**config.mk**
```make
export PLATFORM = sky130hd
export DESIGN_NAME = adc_scan_seq
export DESIGN_NICKNAME = d
export VERILOG_FILES = /design/src/rtl/adc_scan_pkg.sv /design/src/rtl/adc_delay_pick.sv /design/src/rtl/adc_result_bank.sv /design/src/rtl/adc_done_flag.sv /design/src/rtl/adc_seq_fsm.sv /design/src/rtl/adc_scan_seq.sv
export SDC_FILE = /design/constraint.sdc
export NUM_CORES = 1
export LEC_CHECK = 0
export ABC_AREA = 1
export BUFFER_PORTS_ARGS = -buffer_cell sky130_fd_sc_hd__buf_4
export CORE_ASPECT_RATIO = 1.4
export CORE_UTILIZATION = 25
export CTS_BUF_LIST = sky130_fd_sc_hd__clkbuf_8
export CTS_CLUSTER_DIAMETER = 100
export DETAILED_ROUTE_END_ITERATION = 6
export GPL_TIMING_DRIVEN = 0
export PLACE_DENSITY = 0.52
export SYNTH_ARGS = -nofsm -noshare
export SYNTH_HDL_FRONTEND = slang
export SYNTH_SLANG_ARGS = --single-unit
```
**constraint.sdc**
```tcl
create_clock -name clk -period 1.3 [get_ports clk]
set_input_delay 0.195 -clock clk [delete_from_list [all_inputs] [get_ports clk]]
set_output_delay 0.195 -clock clk [all_outputs]
set_load 0.005 [all_outputs]
```
**src/rtl/adc_scan_pkg.sv**
```systemverilog
package adc_scan_pkg;

    typedef enum logic [1:0] {
        ST_WAIT    = 2'd0,
        ST_DELAY   = 2'd1,
        ST_SAMPLE  = 2'd2,
        ST_CONVERT = 2'd3
    } seq_state_t;

    function automatic int unsigned idx_width(input int unsigned n);
        return (n > 1) ? $clog2(n) : 1;
    endfunction

endpackage

```
**src/rtl/adc_delay_pick.sv**
```systemverilog
module adc_delay_pick #(
    parameter int DLY_MIN = 2,
    parameter int DLY_MAX = 5,
    parameter int DLY_W   = 3
) (
    input  logic             clk,
    input  logic             rst_n,
    output logic [DLY_W-1:0] dly_len
);
    localparam int SPAN = DLY_MAX - DLY_MIN + 1;
    localparam int PW   = (SPAN > 1) ? $clog2(SPAN) : 1;
    localparam logic [PW-1:0] PH_TOP = PW'(SPAN - 1);

    logic [PW-1:0] phase_q;

    // Free-running phase counter; its value at the start write picks the delay.
    always_ff @(posedge clk or negedge rst_n) begin
        if (!rst_n) begin
            phase_q <= '0;
        end else if (phase_q == PH_TOP) begin
            phase_q <= '0;
        end else begin
            phase_q <= phase_q + PW'(1);
        end
    end

    assign dly_len = DLY_W'(DLY_MIN) + DLY_W'(phase_q);

endmodule

```
**src/rtl/adc_result_bank.sv**
```systemverilog
module adc_result_bank #(
    parameter int NCH  = 8,
    parameter int DW   = 12,
    parameter int CH_W = 3
) (
    input  logic            clk,
    input  logic            rst_n,
    input  logic            wr_en,
    input  logic [CH_W-1:0] wr_ch,
    input  logic [DW-1:0]   wr_data,
    input  logic [CH_W-1:0] rd_ch,
    output logic [DW-1:0]   rd_data
);
    localparam logic [CH_W-1:0] TOP_CH = CH_W'(NCH - 1);

    logic [DW-1:0] res_q [NCH];

    for (genvar g = 0; g < NCH; g++) begin : g_chan
        localparam logic [CH_W-1:0] MY_CH = CH_W'(g);

        always_ff @(posedge clk or negedge rst_n) begin
            if (!rst_n) begin
                res_q[g] <= '0;
            end else if (wr_en && (wr_ch == MY_CH)) begin
                res_q[g] <= wr_data;
            end
        end

        // a register only changes on a store aimed at it
        a_r4_hold_unless_written: assert property (@(posedge clk) disable iff (!rst_n)
            !(wr_en && (wr_ch == MY_CH)) |=> $stable(res_q[g]));
    end

    always_comb begin
        rd_data = '0;
        if (rd_ch <= TOP_CH) begin
            rd_data = res_q[rd_ch];
        end
    end

endmodule

```
**src/rtl/adc_done_flag.sv**
```systemverilog
module adc_done_flag #(
    parameter int IRQ_EN = 1
) (
    input  logic clk,
    input  logic rst_n,
    input  logic set_evt,
    input  logic flag_rd,
    input  logic flag_clr,
    output logic done_flag,
    output logic irq
);
    logic done_q;
    logic armed_q;

    always_ff @(posedge clk or negedge rst_n) begin
        if (!rst_n) begin
            done_q  <= 1'b0;
            armed_q <= 1'b0;
        end else if (set_evt) begin
            done_q  <= 1'b1;
            armed_q <= 1'b0;
        end else if (flag_clr && armed_q) begin
            done_q  <= 1'b0;
            armed_q <= 1'b0;
        end else if (flag_rd && done_q) begin
            armed_q <= 1'b1;
        end
    end

    if (IRQ_EN != 0) begin : g_irq
        logic irq_q;
        always_ff @(posedge clk or negedge rst_n) begin
            if (!rst_n) begin
                irq_q <= 1'b0;
            end else begin
                irq_q <= set_evt;
            end
        end
        assign irq = irq_q;
    end else begin : g_no_irq
        assign irq = 1'b0;
    end

    assign done_flag = done_q;

    // a scan-end event always leaves the flag set
    a_r9_set_on_end: assert property (@(posedge clk) disable iff (!rst_n)
        set_evt |=> done_flag);

    // the flag only drops after an armed clear
    a_r10_clear_needs_read: assert property (@(posedge clk) disable iff (!rst_n)
        $fell(done_flag) |-> ($past(flag_clr) && $past(armed_q)));

    // the interrupt pulse lasts a single cycle
    a_r9_irq_single: assert property (@(posedge clk) disable iff (!rst_n)
        irq |=> !irq);

endmodule

```
**src/rtl/adc_seq_fsm.sv**
```systemverilog
module adc_seq_fsm
    import adc_scan_pkg::*;
#(
    parameter int NCH     = 8,
    parameter int CH_W    = 3,
    parameter int SMP_CYC = 4,
    parameter int DLY_W   = 3,
    parameter int CNT_W   = 3
) (
    input  logic             clk,
    input  logic             rst_n,
    input  logic             cfg_wr,
    input  logic             cfg_start,
    input  logic [CH_W-1:0]  cfg_last,
    input  logic [DLY_W-1:0] dly_len,
    input  logic             conv_done,
    output logic             smp_en,
    output logic             conv_go,
    output logic [CH_W-1:0]  ch_sel,
    output logic             res_wr,
    output logic             scan_end
);
    localparam logic [CH_W-1:0]  TOP_CH   = CH_W'(NCH - 1);
    localparam logic [CNT_W-1:0] SMP_LOAD = CNT_W'(SMP_CYC - 1);

    seq_state_t       state, nxt;
    logic [CNT_W-1:0] cnt_q;
    logic [CH_W-1:0]  ch_q;
    logic [CH_W-1:0]  last_q;
    logic             smp_q;
    logic             go_q;
    logic             stop_req;
    logic             go_req;
    logic             take;

    assign stop_req = cfg_wr && !cfg_start;
    assign go_req   = cfg_wr && cfg_start;
    // A stop in the same cycle as a completion wins: the result is dropped.
    assign take     = (state == ST_CONVERT) && conv_done && !stop_req;

    // Next-state logic
    always_comb begin
        nxt = state;
        unique case (state)
            ST_WAIT: begin
                if (go_req) nxt = ST_DELAY;
            end
            ST_DELAY: begin
                if (stop_req)            nxt = ST_WAIT;
                else if (cnt_q == '0)    nxt = ST_SAMPLE;
            end
            ST_SAMPLE: begin
                if (stop_req)            nxt = ST_WAIT;
                else if (cnt_q == '0)    nxt = ST_CONVERT;
            end
            ST_CONVERT: begin
                if (stop_req)            nxt = ST_WAIT;
                else if (conv_done)      nxt = ST_SAMPLE;
            end
        endcase
    end

    // State register
    always_ff @(posedge clk or negedge rst_n) begin
        if (!rst_n) begin
            state <= ST_WAIT;
        end else begin
            state <= nxt;
        end
    end

    // Counter, channel pointer and latched set size
    always_ff @(posedge clk or negedge rst_n) begin
        if (!rst_n) begin
            cnt_q  <= '0;
            ch_q   <= '0;
            last_q <= '0;
        end else if (stop_req && (state != ST_WAIT)) begin
            cnt_q <= '0;
            ch_q  <= '0;
        end else begin
            unique case (state)
                ST_WAIT: begin
                    if (go_req) begin
                        cnt_q  <= CNT_W'(dly_len) - CNT_W'(1);
                        ch_q   <= '0;
                        last_q <= (cfg_last > TOP_CH) ? TOP_CH : cfg_last;
                    end
                end
                ST_DELAY: begin
                    cnt_q <= (cnt_q == '0) ? SMP_LOAD : cnt_q - CNT_W'(1);
                end
                ST_SAMPLE: begin
                    if (cnt_q != '0) cnt_q <= cnt_q - CNT_W'(1);
                end
                ST_CONVERT: begin
                    if (take) begin
                        cnt_q <= SMP_LOAD;
                        ch_q  <= (ch_q == last_q) ? '0 : ch_q + CH_W'(1);
                    end
                end
            endcase
        end
    end

    // Registered strobes, aligned with the state they belong to
    always_ff @(posedge clk or negedge rst_n) begin
        if (!rst_n) begin
            smp_q <= 1'b0;
            go_q  <= 1'b0;
        end else begin
            smp_q <= (nxt == ST_SAMPLE);
            go_q  <= (nxt == ST_CONVERT) && (state != ST_CONVERT);
        end
    end

    assign smp_en   = smp_q;
    assign conv_go  = go_q;
    assign ch_sel   = ch_q;
    assign res_wr   = take;
    assign scan_end = take && (ch_q == last_q);

    // a stop write parks the sequencer with strobes low
    a_r7_stop_parks: assert property (@(posedge clk) disable iff (!rst_n)
        stop_req |=> (state == ST_WAIT && !smp_en && !conv_go));

    // the convert strobe follows a sampling cycle directly
    a_r3_go_after_window: assert property (@(posedge clk) disable iff (!rst_n)
        conv_go |-> $past(smp_en));

    // the convert strobe is one cycle wide
    a_r3_go_single: assert property (@(posedge clk) disable iff (!rst_n)
        conv_go |=> !conv_go);

    // window and strobe are exclusive
    a_r3_no_overlap: assert property (@(posedge clk) disable iff (!rst_n)
        !(smp_en && conv_go));

    // the pointer never leaves the latched set
    a_r6_ch_in_set: assert property (@(posedge clk) disable iff (!rst_n)
        ch_sel <= last_q);

    // the start delay always belongs to channel 0
    a_r8_delay_on_first: assert property (@(posedge clk) disable iff (!rst_n)
        (state == ST_DELAY) |-> (ch_sel == '0));

    // completing the last channel wraps to channel 0
    a_r5_wrap: assert property (@(posedge clk) disable iff (!rst_n)
        scan_end |=> (ch_sel == '0));

endmodule

```
**src/rtl/adc_scan_seq.sv**
```systemverilog
module adc_scan_seq
    import adc_scan_pkg::*;
#(
    parameter int NCH     = 8,
    parameter int DW      = 12,
    parameter int DLY_MIN = 2,
    parameter int DLY_MAX = 5,
    parameter int SMP_CYC = 4,
    parameter int IRQ_EN  = 1,
    localparam int CH_W   = idx_width(NCH)
) (
    input  logic            clk,
    input  logic            rst_n,
    input  logic            cfg_wr,
    input  logic            cfg_start,
    input  logic [CH_W-1:0] cfg_last,
    input  logic            flag_rd,
    input  logic            flag_clr,
    input  logic            conv_done,
    input  logic [DW-1:0]   conv_data,
    input  logic [CH_W-1:0] rd_ch,
    output logic            smp_en,
    output logic            conv_go,
    output logic [CH_W-1:0] ch_sel,
    output logic [DW-1:0]   rd_data,
    output logic            done_flag,
    output logic            irq
);
    localparam int DLY_W = $clog2(DLY_MAX + 1);
    localparam int CMAX  = (DLY_MAX > SMP_CYC) ? DLY_MAX : SMP_CYC;
    localparam int CNT_W = $clog2(CMAX + 1);

    logic [DLY_W-1:0] dly_len;
    logic             res_wr;
    logic             scan_end;

    adc_delay_pick #(
        .DLY_MIN (DLY_MIN),
        .DLY_MAX (DLY_MAX),
        .DLY_W   (DLY_W)
    ) u_dly (
        .clk     (clk),
        .rst_n   (rst_n),
        .dly_len (dly_len)
    );

    adc_seq_fsm #(
        .NCH     (NCH),
        .CH_W    (CH_W),
        .SMP_CYC (SMP_CYC),
        .DLY_W   (DLY_W),
        .CNT_W   (CNT_W)
    ) u_fsm (
        .clk       (clk),
        .rst_n     (rst_n),
        .cfg_wr    (cfg_wr),
        .cfg_start (cfg_start),
        .cfg_last  (cfg_last),
        .dly_len   (dly_len),
        .conv_done (conv_done),
        .smp_en    (smp_en),
        .conv_go   (conv_go),
        .ch_sel    (ch_sel),
        .res_wr    (res_wr),
        .scan_end  (scan_end)
    );

    adc_result_bank #(
        .NCH  (NCH),
        .DW   (DW),
        .CH_W (CH_W)
    ) u_bank (
        .clk     (clk),
        .rst_n   (rst_n),
        .wr_en   (res_wr),
        .wr_ch   (ch_sel),
        .wr_data (conv_data),
        .rd_ch   (rd_ch),
        .rd_data (rd_data)
    );

    adc_done_flag #(
        .IRQ_EN (IRQ_EN)
    ) u_flag (
        .clk       (clk),
        .rst_n     (rst_n),
        .set_evt   (scan_end),
        .flag_rd   (flag_rd),
        .flag_clr  (flag_clr),
        .done_flag (done_flag),
        .irq       (irq)
    );

endmodule

```
==> results of run 1 <==
worst paths after layout:
check                                        startpoint                           end  cells past startpoint
max in group asynchronous                         rst_n   u_bank.res_q[0]$_DFFE_PN0P_                      3
setup / recovery           u_bank.res_q[40]$_DFFE_PN0P_                    rd_data[4]                      7
min in group asynchronous                         rst_n  u_flag.done_flag$_DFFE_PN0N_                      2
setup reg to reg               u_fsm.state[1]$_DFF_PN0_  u_bank.res_q[42]$_DFFE_PN0P_                     10
hold reg to reg              u_dly.phase_q[0]$_DFF_PN0_    u_dly.phase_q[0]$_DFF_PN0_                      1
hold / removal                                 flag_clr  u_flag.done_flag$_DFFE_PN0N_                      4
cells in the mapped netlist (2+ instances only):
cell / number / area share, %
nor2_1: 90 / 6.1
buf_6: 12 / 2.4
nand4_1: 2 / 0.22
nand3_1: 7 / 0.63
o21ai_2: 31 / 4.9
inv_1: 38 / 2.6
ha_1: 9 / 2.0
clkbuf_1: 12 / 0.81
nand2_4: 4 / 0.81
dfrtp_1: 114 / 51
nand3_4: 6 / 1.9
o21ai_1: 78 / 7.0
a21oi_1: 2 / 0.18
o21ai_0: 68 / 6.1
buf_2: 9 / 0.81
nand2_1: 169 / 11
flip-flops by register name (all words and copies together) (netlist names):
name,cells
u_bank.res_q,96
u_fsm.ch_sel,3
u_fsm.cnt_q,3
u_fsm.last_q,3
u_dly.phase_q,2
u_fsm.state,2
u_flag.armed_q,1
u_flag.done_flag,1
u_flag.irq,1
u_fsm.conv_go,1
u_fsm.smp_en,1
per-layer routing:
metal / share of wire [%] / track usage [%] / routed length (microns) / vias up
li1: - / - / - / 2417
met1: 41 / 19.6 / 7160 / 2402
met2: 53 / 28.2 / 9180 / 96
met3: 3.2 / 3.24 / 553 / 31
met5: 0 / 0 / 0 / -
met4: 2.7 / 6.37 / 471 / 0
power breakdown:
group	total, mW	internal (mW)	leakage (nW)	switching [mW]
Clock	3.75	2.18	0.206	1.57
Combinational	2.45	1.09	2.14	1.36
Sequential	4.05	3.84	1.56	0.213
Total	10.3	7.11	3.91	3.15
worst max-delay path, cell delays in order (launching register included):
cell and delay [ns]:
dfrtp_1 0.40, nor2_1 0.10, nor2_1 0.05, o21ai_1 0.12
o21ai_1 0.11, nand2_1 0.14, nand2_2 0.09, buf_6 0.12
cells by family (layout without fill, tap and decap cells):
kind of cell	after synthesis	in the layout	share of synthesized area, %
AND/OR/NAND/NOR	280	280	21.5
AO/OA/AOI/OAI	180	180	18.3
flip-flops	114	114	51.2
buffers and inverters	73	219	6.77
adder cells (fa/ha/maj)	9	9	2.02
XOR/XNOR	1	1	0.157
repair_timing:
| item | 4_1_cts | 5_1_grt |
|---|---|---|
| hold buffers | 4 | 0 |
| pin swaps | 12 | 14 |
| gates resized for setup | 193 | 125 |
| hold endpoints to repair | 27 | 0 |
| buffers inserted | 41 | 21 |
| setup endpoints to repair | 122 | 120 |
| cloned | 14 | 0 |
final cells by class:
| class | instances | area [sq um] |
|---|---|---|
| multi-input combinational | 470 | 3010 |
| clock buffer | 19 | 262 |
| clock inverter | 13 | 184 |
| buffer | 31 | 314 |
| sequential | 114 | 2860 |
| fill | 2178 | 13300 |
| tap | 297 | 372 |
| inverter | 40 | 163 |
| timing repair buffer | 116 | 1350 |
per-stage QoR:
step	cells	hold WS, ns	utilization [%]	power (mW)	instance area [sq um]
2_1_floorplan	657	-0.101	-	5.13	5590
3_3_place_gp	996	0.439	28.7	5.67	6280
3_5_place_dp	997	0.0818	28.9	5.70	6310
4_1_cts	1086	0.0319	36.8	9.84	8050
5_1_grt	1100	0.0491	39.0	10.8	8520
6_report	1100	0.0440	39.0	10.3	8520
==> reports/results.ini, run 1 <==
[logic_synthesis]
synthCells = 657
yosysWarnings = 0
syn_area_per_cell_sq_um = 8.47
synth_edf_count = 0
synth_fp_nets = 691
postSynth.asyncResetShare_pct = 100
synth_top_flop_cell = dfrtp_1
synth.distinct_cells = 22
syn_area_sq_um = 5570
synth_seq_cells = 114
yosysSeqAreaShare_pct = 51.2

[route]
wl_per_cell_microns = 15.8
drc = 0
ant_nets = 0
first_iter_violations = 411
totalWireLength_microns = 17400
vias = 4946
firstDrtPassIters = 4
vias_per_cell = 4.50

[global_routing]
grt_pass1_wl_microns = 27500
grtUsageTotal_pct = 16.2
antenna_found_initial = 0
grt_pass1_vias = 4995
grt_max_degree = 91
overflow = 0

[placement]
routabilityCongestion = 0.784
hpwl_microns = 10700
portBuffers = 42
place_ws_ns = -0.689

[floorplanning]
fp.dieH_microns = 179
core_area_sq_um = 21900
initial_core_util_pct = 25.5
die_x_microns = 128
die-area_sq_um = 22900
ioPinCount = 44
num_rows = 64

[clock_network]
clock_path_buffers = 2
cts_tree = built
root_buffer = clkbuf_8
numClockSinks = 114
clk_pin_slew_ns = 0.07
cts_htree_levels = 4
cts_buffers = 17
clock_latency_ns = 0.45

[critical_path]
crit_path_start_kind = register
ff2ff_setup_slack_ns = -0.31
cp_data_arrival_time_ns = 1.56
crit_path_end_kind = output port
critPathMaxFanout = 2
cp.required_ns = 1.11
worstSetupPathType = register to output port

[timing]
fin_crit_sh_pct = 135
fmax_ghz = 0.568
worstMarginPinSlew_ns = 0.620
skew_ns = 0.00823
setup-violations-final = 122
setup-tns-final_ns = -26.38
relSlewSlack_pct = 58.7
worst_slack_ns = -0.460
rsz0062_at_grt = yes
drv_slew = 0
fin_crit_ns = 1.76
final-hold-violation-count = 0

[hold_path]
hp-class = primary input to register

[layout]
synthToLayoutAreaGrowth_pct = 53.0
final_common_cell = dfrtp_1
layout_common_cells = dfrtp_1, nor2_1, nand2_1
nets = 824
n_antenna_cell = 0
drive_gt1_share_pct = 45.3

[run_status]
status = finished with violations
failed_checks = negative setup slack

[power]
cellLeakagePower_nw = 3.91
p_per_area_nw_per_um2 = 1200
ir_worst_vdd_v = 0.000800

[flow_run]
drv_cap = 0

No activity file was read; power rests on OpenSTA's default activity.
==> inputs of run 2 (changes only) <==
--- a/config.mk
+++ b/config.mk
@@ -10,10 +10,9 @@
 export CORE_ASPECT_RATIO = 1.4
 export CORE_UTILIZATION = 25
 export CTS_BUF_LIST = sky130_fd_sc_hd__clkbuf_8
-export CTS_CLUSTER_DIAMETER = 100
+export CTS_CLUSTER_DIAMETER = 50
 export DETAILED_ROUTE_END_ITERATION = 6
 export GPL_TIMING_DRIVEN = 0
-export PLACE_DENSITY = 0.52
 export SYNTH_ARGS = -nofsm -noshare
 export SYNTH_HDL_FRONTEND = slang
 export SYNTH_SLANG_ARGS = --single-unit
==> run 2 against run 1 <==
  * The flow still finishes with violations (negative setup slack)
  * Via count about the same
  * Critical path depth is the same
  * Die area unchanged
  * Clock skew grew 0.0017 ns
  * Clock-buffer cell count is 1 higher
  * Design area shrank 2.2%
  * Sequential power hardly changed
  * Flip-flop and latch count did not move
  * Fmax is 1.4% lower
  * Critical path type unchanged
  * Critical endpoint is now rd_data[1]
  * Largest power group unchanged
==> reports/results.ini, run 2 (synthesis results as in run 1) <==
[run_status]
status = finished with violations
failed_checks = negative setup slack

[timing]
fin_crit_sh_pct = 137  ; +2.0 points
drv_slew = 0  ; unchanged
final-hold-violation-count = 0  ; unchanged
setup-tns-final_ns = -19.32  ; +7.06 ns
fmax_ghz = 0.560  ; -1.4%
finalHoldWorstSlack_ns = 0.0288  ; -0.0152 ns
worstMarginPinSlew_ns = 0.649  ; +0.0295 ns
skew_ns = 0.00989  ; +0.00166 ns
rsz0062_at_grt = yes
setup-violations-final = 113  ; -7.4%
relSlewSlack_pct = 56.7  ; -2.0 points
fin_crit_ns = 1.79  ; +0.0257 ns
worst_slack_ns = -0.485  ; -0.0257 ns

[route]
ant_nets = 0  ; unchanged
vias_per_cell = 4.54  ; +0.91%
drc = 0  ; unchanged
first_iter_violations = 343  ; -17%
wl_per_cell_microns = 15.9  ; +0.65%
firstDrtPassIters = 5  ; +1
totalWireLength_microns = 17300  ; -0.17%
vias = 4950  ; +0.081%

[critical_path]
critPathMaxFanout = 2  ; unchanged
worstSetupPathType = register to output port
crit_path_start_kind = register
ff2ff_setup_slack_ns = -0.22  ; +0.09 ns
cp.required_ns = 1.11  ; about the same
cp_data_arrival_time_ns = 1.59  ; +0.03 ns
crit_path_end_kind = output port

[global_routing]
grtUsageTotal_pct = 15.5  ; -0.78 points
overflow = 0  ; unchanged
grt_pass1_vias = 4768  ; -4.5%
grt_max_degree = 63  ; -31%
antenna_found_initial = 0  ; unchanged
grt_pass1_wl_microns = 26000  ; -5.5%

[power]
p_total_mw = 10.4  ; +1.0%
cellLeakagePower_nw = 3.82  ; -2.3%
p_per_area_nw_per_um2 = 1240  ; +3.3%
ir_worst_vdd_v = 0.00109  ; +36%

[flow_run]
drv_cap = 0  ; unchanged

[clock_network]
numClockSinks = 114  ; unchanged
clock_path_buffers = 2  ; unchanged
root_buffer = clkbuf_8
cts_tree = built
cts_buffers = 17  ; unchanged
cts_htree_levels = 4  ; unchanged
clock_latency_ns = 0.45  ; about the same
clk_pin_slew_ns = 0.07  ; about the same

[layout]
final_common_cell = dfrtp_1
drive_gt1_share_pct = 46.7  ; +1.4 points
postLayoutCellArea_sq_um = 8330  ; -2.2%
regMostFlops = u_bank.res_q
nets = 815  ; -1.1%
finalNonFillerCells = 1091  ; -0.82%
synthToLayoutAreaGrowth_pct = 49.7
n_antenna_cell = 0  ; unchanged
layout_common_cells = dfrtp_1, nand2_1, nor2_1
largest_reg_flops = 96  ; unchanged

[placement]
routabilityCongestion = 0.797  ; +1.8%
dpl-instance-area_sq_um = 6310  ; unchanged
portBuffers = 42  ; unchanged
hpwl_microns = 10900  ; +1.1%
post-place-cells = 997  ; unchanged

[hold_path]
hp-class = primary input to register

[floorplanning]
fp.dieH_microns = 179  ; unchanged
die_x_microns = 128  ; unchanged
die-area_sq_um = 22900  ; unchanged
core_area_sq_um = 21900  ; unchanged
ioPinCount = 44  ; unchanged
initial_core_util_pct = 25.5  ; unchanged
num_rows = 64  ; unchanged

## run 2: cell types whose count changed in the layout (fill, tap and decap cells not counted), moves of 8 or more
cell / previous run / this run
nand2_4: 35 / 17
nand2_2: 55 / 72
o21ai_0: 43 / 33
buf_4: 54 / 45
nor2_2: 2 / 10
o21ai_2: 70 / 78
## run 2: routing by layer
layer / wire, microns / part of all wire [%] / track usage [%] / up-vias
li1: - / - / - / 2394
met3: 573 / 3.3 / 2.97 / 36
met2: 9550 / 55 / 28.5 / 98
met1: 6640 / 38 / 17.0 / 2422
met4: 572 / 3.3 / 6.96 / 0
met5: 0 / 0 / 0 / -
## run 2: repair_timing
action,4_1_cts,5_1_grt
gates resized for setup,163,147
hold endpoints to repair,55,0
pin swaps,9,23
hold buffers,4,0
setup buffers,28,17
setup endpoints to repair,121,121
cloned,11,4
## run 2: critical path, cell delays in order (launching register included)
cell and delay (ns):
dfrtp_1 0.39, nor2_2 0.13, nor2_1 0.05, o21ai_1 0.15
o21ai_1 0.14, nand2_1 0.10, nand2_2 0.09, buf_6 0.12
## run 2: area by class of cell
cell class,instances,area [sq um]
Fill cell,2170,13500
Multi-Input combinational cell,470,2990
Sequential cell,114,2860
Timing Repair Buffer,106,1200
Tap cell,297,372
Buffer,32,292
Clock buffer,20,275
Clock inverter,12,186
Inverter,40,160
## run 2: path summary, 6_finish.rpt
kind	from	to	cells past startpoint
worst max register to register	u_fsm.state[1]$_DFF_PN0_	u_bank.res_q[16]$_DFFE_PN0P_	10
max in group asynchronous	rst_n	u_bank.res_q[84]$_DFFE_PN0P_	3
worst min register to register	u_dly.phase_q[0]$_DFF_PN0_	u_dly.phase_q[0]$_DFF_PN0_	1
worst max-delay path	u_bank.res_q[85]$_DFFE_PN0P_	rd_data[1]	7
worst min-delay path	flag_clr	u_flag.done_flag$_DFFE_PN0N_	4
min in group asynchronous	rst_n	u_flag.irq$_DFF_PN0_	2
## run 2: metrics by stage
stage,worst slack [ns],util (%)
detailed placement,-0.675,28.9
CTS,-0.478,35.1
floorplan,-0.0590,-
global placement,-0.673,28.7
finish,-0.485,38.1
global route,-0.529,38.1
## run 2: where the power goes
group	switching [mW]	internal, mW
sequential	0.231	3.85
clock	1.47	2.41
combinational	1.36	1.04
total	3.06	7.30
==> inputs of run 3 (changes only) <==
--- a/config.mk
+++ b/config.mk
@@ -7,7 +7,6 @@
 export LEC_CHECK = 0
 export ABC_AREA = 1
 export BUFFER_PORTS_ARGS = -buffer_cell sky130_fd_sc_hd__buf_4
-export CORE_ASPECT_RATIO = 1.4
 export CORE_UTILIZATION = 25
 export CTS_BUF_LIST = sky130_fd_sc_hd__clkbuf_8
 export CTS_CLUSTER_DIAMETER = 50
==> run 3 against run 2 <==
  * The run still ends with negative setup slack left
  * Clock-buffer cell count down 2
  * Critical path type unchanged
  * First-iteration DRC count rose by 17%
  * Clock power shrank 24%
==> reports/results.ini, run 3 (synthesis results as in run 1) <==
[placement]
post-place-cells = 980  ; -1.7%
routabilityCongestion = 0.821  ; +2.9%
portBuffers = 42  ; unchanged
place_ws_ns = -0.683  ; -0.00734 ns
hpwl_microns = 10100  ; -6.6%

[global_routing]
met3_usage_pct = 4.28  ; +1.3 points
overflow = 0  ; unchanged
antenna_found_initial = 0  ; unchanged
top_usage_layer = met2
grt_use_met2_pct = 25.1  ; -3.4 points
grt_pass1_vias = 5039  ; +5.7%
grt_max_degree = 86  ; +37%
grt_pass1_wl_microns = 27200  ; +4.6%
use_met1_pct = 21.3  ; +4.3 points
grtUsageTotal_pct = 15.8  ; +0.36 points

[critical_path]
critPathMaxFanout = 2  ; unchanged
cp_data_arrival_time_ns = 1.51  ; -0.08 ns
cp.required_ns = 1.11  ; about the same
cp_cell_sequence = nor2_1 -> nor2_1 -> o21ai_1 -> o21ai_1 -> nand2_1 -> nand2_2 -> buf_6
timing.reg2reg.worst_path_depth = 10  ; unchanged
cp_slowest_cell = dfrtp_1
crit_path_start_kind = register
crit_path_end_kind = output port
slowest_delay_ns = 0.40  ; about the same
worstSetupPathType = register to output port

[run_status]
status = finished with violations
failed_checks = negative setup slack

[clock_network]
clock_path_buffers = 2  ; unchanged
numClockSinks = 114  ; unchanged
root_buffer = clkbuf_8
cts_tree = built
clock_latency_ns = 0.43  ; -0.02 ns
cts_buffers = 17  ; unchanged
clk_pin_slew_ns = 0.07  ; about the same
cts_htree_levels = 4  ; unchanged

[layout]
n_antenna_cell = 0  ; unchanged
final_common_cell = dfrtp_1
synthToLayoutAreaGrowth_pct = 49.2
drive_gt1_share_pct = 45.0  ; -1.8 points
regMostFlops = u_bank.res_q
largest_reg_flops = 96  ; unchanged
utilization_pct = 38.1  ; -0.043 points
layout_common_cells = dfrtp_1, nor2_1, nand2_1
nets = 818  ; +0.37%
finalNonFillerCells = 1076  ; -1.4%

[timing]
skew_ns = 0.0135  ; +0.00366 ns
setup-violations-final = 110  ; -2.7%
fin_crit_ns = 1.70  ; -0.0852 ns
final-hold-violation-count = 0  ; unchanged
relSlewSlack_pct = 59.8  ; +3.1 points
fmax_ghz = 0.588  ; +5.0%
rsz0062_at_grt = yes
drv_slew = 0  ; unchanged
fin_crit_sh_pct = 131  ; -6.6 points
worst_slack_ns = -0.400  ; +0.0852 ns
worstMarginPinSlew_ns = 0.603  ; -0.0459 ns

[power]
cellLeakagePower_nw = 3.85  ; +0.81%
p_per_area_nw_per_um2 = 1120  ; -9.6%
p_total_mw = 9.34  ; -9.9%
ir_worst_vdd_v = 0.000882  ; -19%

[floorplanning]
ioPinCount = 44  ; unchanged
die-area_sq_um = 22900  ; about the same
core_area_sq_um = 21800  ; -0.17%
fp.dieH_microns = 151  ; -15%
initial_core_util_pct = 25.5  ; +0.044 points
die_x_microns = 151  ; +18%
num_rows = 54  ; -16%

[route]
wl_per_cell_microns = 16.2  ; +2.2%
totalWireLength_microns = 17500  ; +0.79%
first_iter_violations = 400  ; +17%
vias = 5101  ; +3.1%
drc = 0  ; unchanged
ant_nets = 0  ; unchanged
vias_per_cell = 4.74  ; +4.5%
firstDrtPassIters = 7  ; +2

[flow_run]
drv_cap = 0  ; unchanged

[hold_path]
min_path_cells = 3  ; -1
hp-class = primary input to register

run 3: cell count changes in the layout (fill, tap and decap cells not counted), sizes merged:
cell | before | now
buf | 117 | 124
inv | 41 | 46
bufinv | 5 | 1
clkbuf | 37 | 33
dlygate4sd3 | 4 | 2
run 3: where the power goes:
group / switching [mW] / total (mW) / leakage (nW) / internal, mW
clock network: 1.45 / 2.93 / 0.199 / 1.48
registers: 0.198 / 4.04 / 1.56 / 3.84
logic: 1.33 / 2.37 / 2.09 / 1.03
total: 2.98 / 9.34 / 3.85 / 6.36
run 3: stage by stage:
stage / hold slack, ns / TNS [ns] / instance area, sq um
2_1_floorplan: -0.101 / -2.46 / 5590
5_1_grt: 0.0159 / -28.87 / 8310
6_report: 0.0103 / -20.08 / 8310
4_1_cts: 0.00240 / -21.03 / 7780
3_3_place_gp: 0.443 / -57.37 / 6260
3_5_place_dp: 0.101 / -26.21 / 6290
run 3: metal layers:
metal | part of all wire [%] | vias to the layer above | wire (microns)
met5 | 0 | - | 0
met4 | 0.71 | 0 | 124
met3 | 8.0 | 18 | 1400
met2 | 46 | 157 | 8120
met1 | 45 | 2523 | 7830
li1 | - | 2403 | -
run 3: worst max-delay path: cells and delay by family (launching register included):
family / cells / cell delay, ns
buffers and inverters: 1 / 0.12
DFF: 1 / 0.40
and+or+nand+nor: 4 / 0.37
AOI/OAI and AO/OA: 2 / 0.19
run 3: area by class of cell:
| class | instances | area (sq um) |
|---|---|---|
| multi-input combinational | 470 | 2970 |
| clock buffer | 18 | 248 |
| sequential | 114 | 2860 |
| buffer | 29 | 285 |
| tap | 280 | 350 |
| timing repair buffer | 112 | 1350 |
| inverter | 40 | 163 |
| clock inverter | 13 | 82.6 |
| fill | 2147 | 13500 |
run 3: timing repair:
item                                    4_1_cts  5_1_grt
resized for setup                           179      140
endpoints found under the hold margin        30        0
cloned                                       12        3
endpoints found under the setup margin      118      126
pin swaps                                    11       24
buffers inserted                             43       14
hold buffers                                  2        0
run 3: final timing paths:
check                                        startpoint                            to  slack, ns
min in group asynchronous                         rst_n  u_bank.res_q[29]$_DFFE_PN0P_       0.20
setup reg to reg               u_fsm.state[0]$_DFF_PN0_  u_bank.res_q[93]$_DFFE_PN0P_      -0.27
max in group asynchronous                         rst_n   u_fsm.ch_sel[1]$_DFFE_PN0P_       0.34
hold / removal                              cfg_last[0]   u_fsm.last_q[0]$_DFFE_PN0P_       0.01
hold reg to reg              u_dly.phase_q[0]$_DFF_PN0_    u_dly.phase_q[0]$_DFF_PN0_       0.48
setup / recovery           u_bank.res_q[45]$_DFFE_PN0P_                    rd_data[9]      -0.40
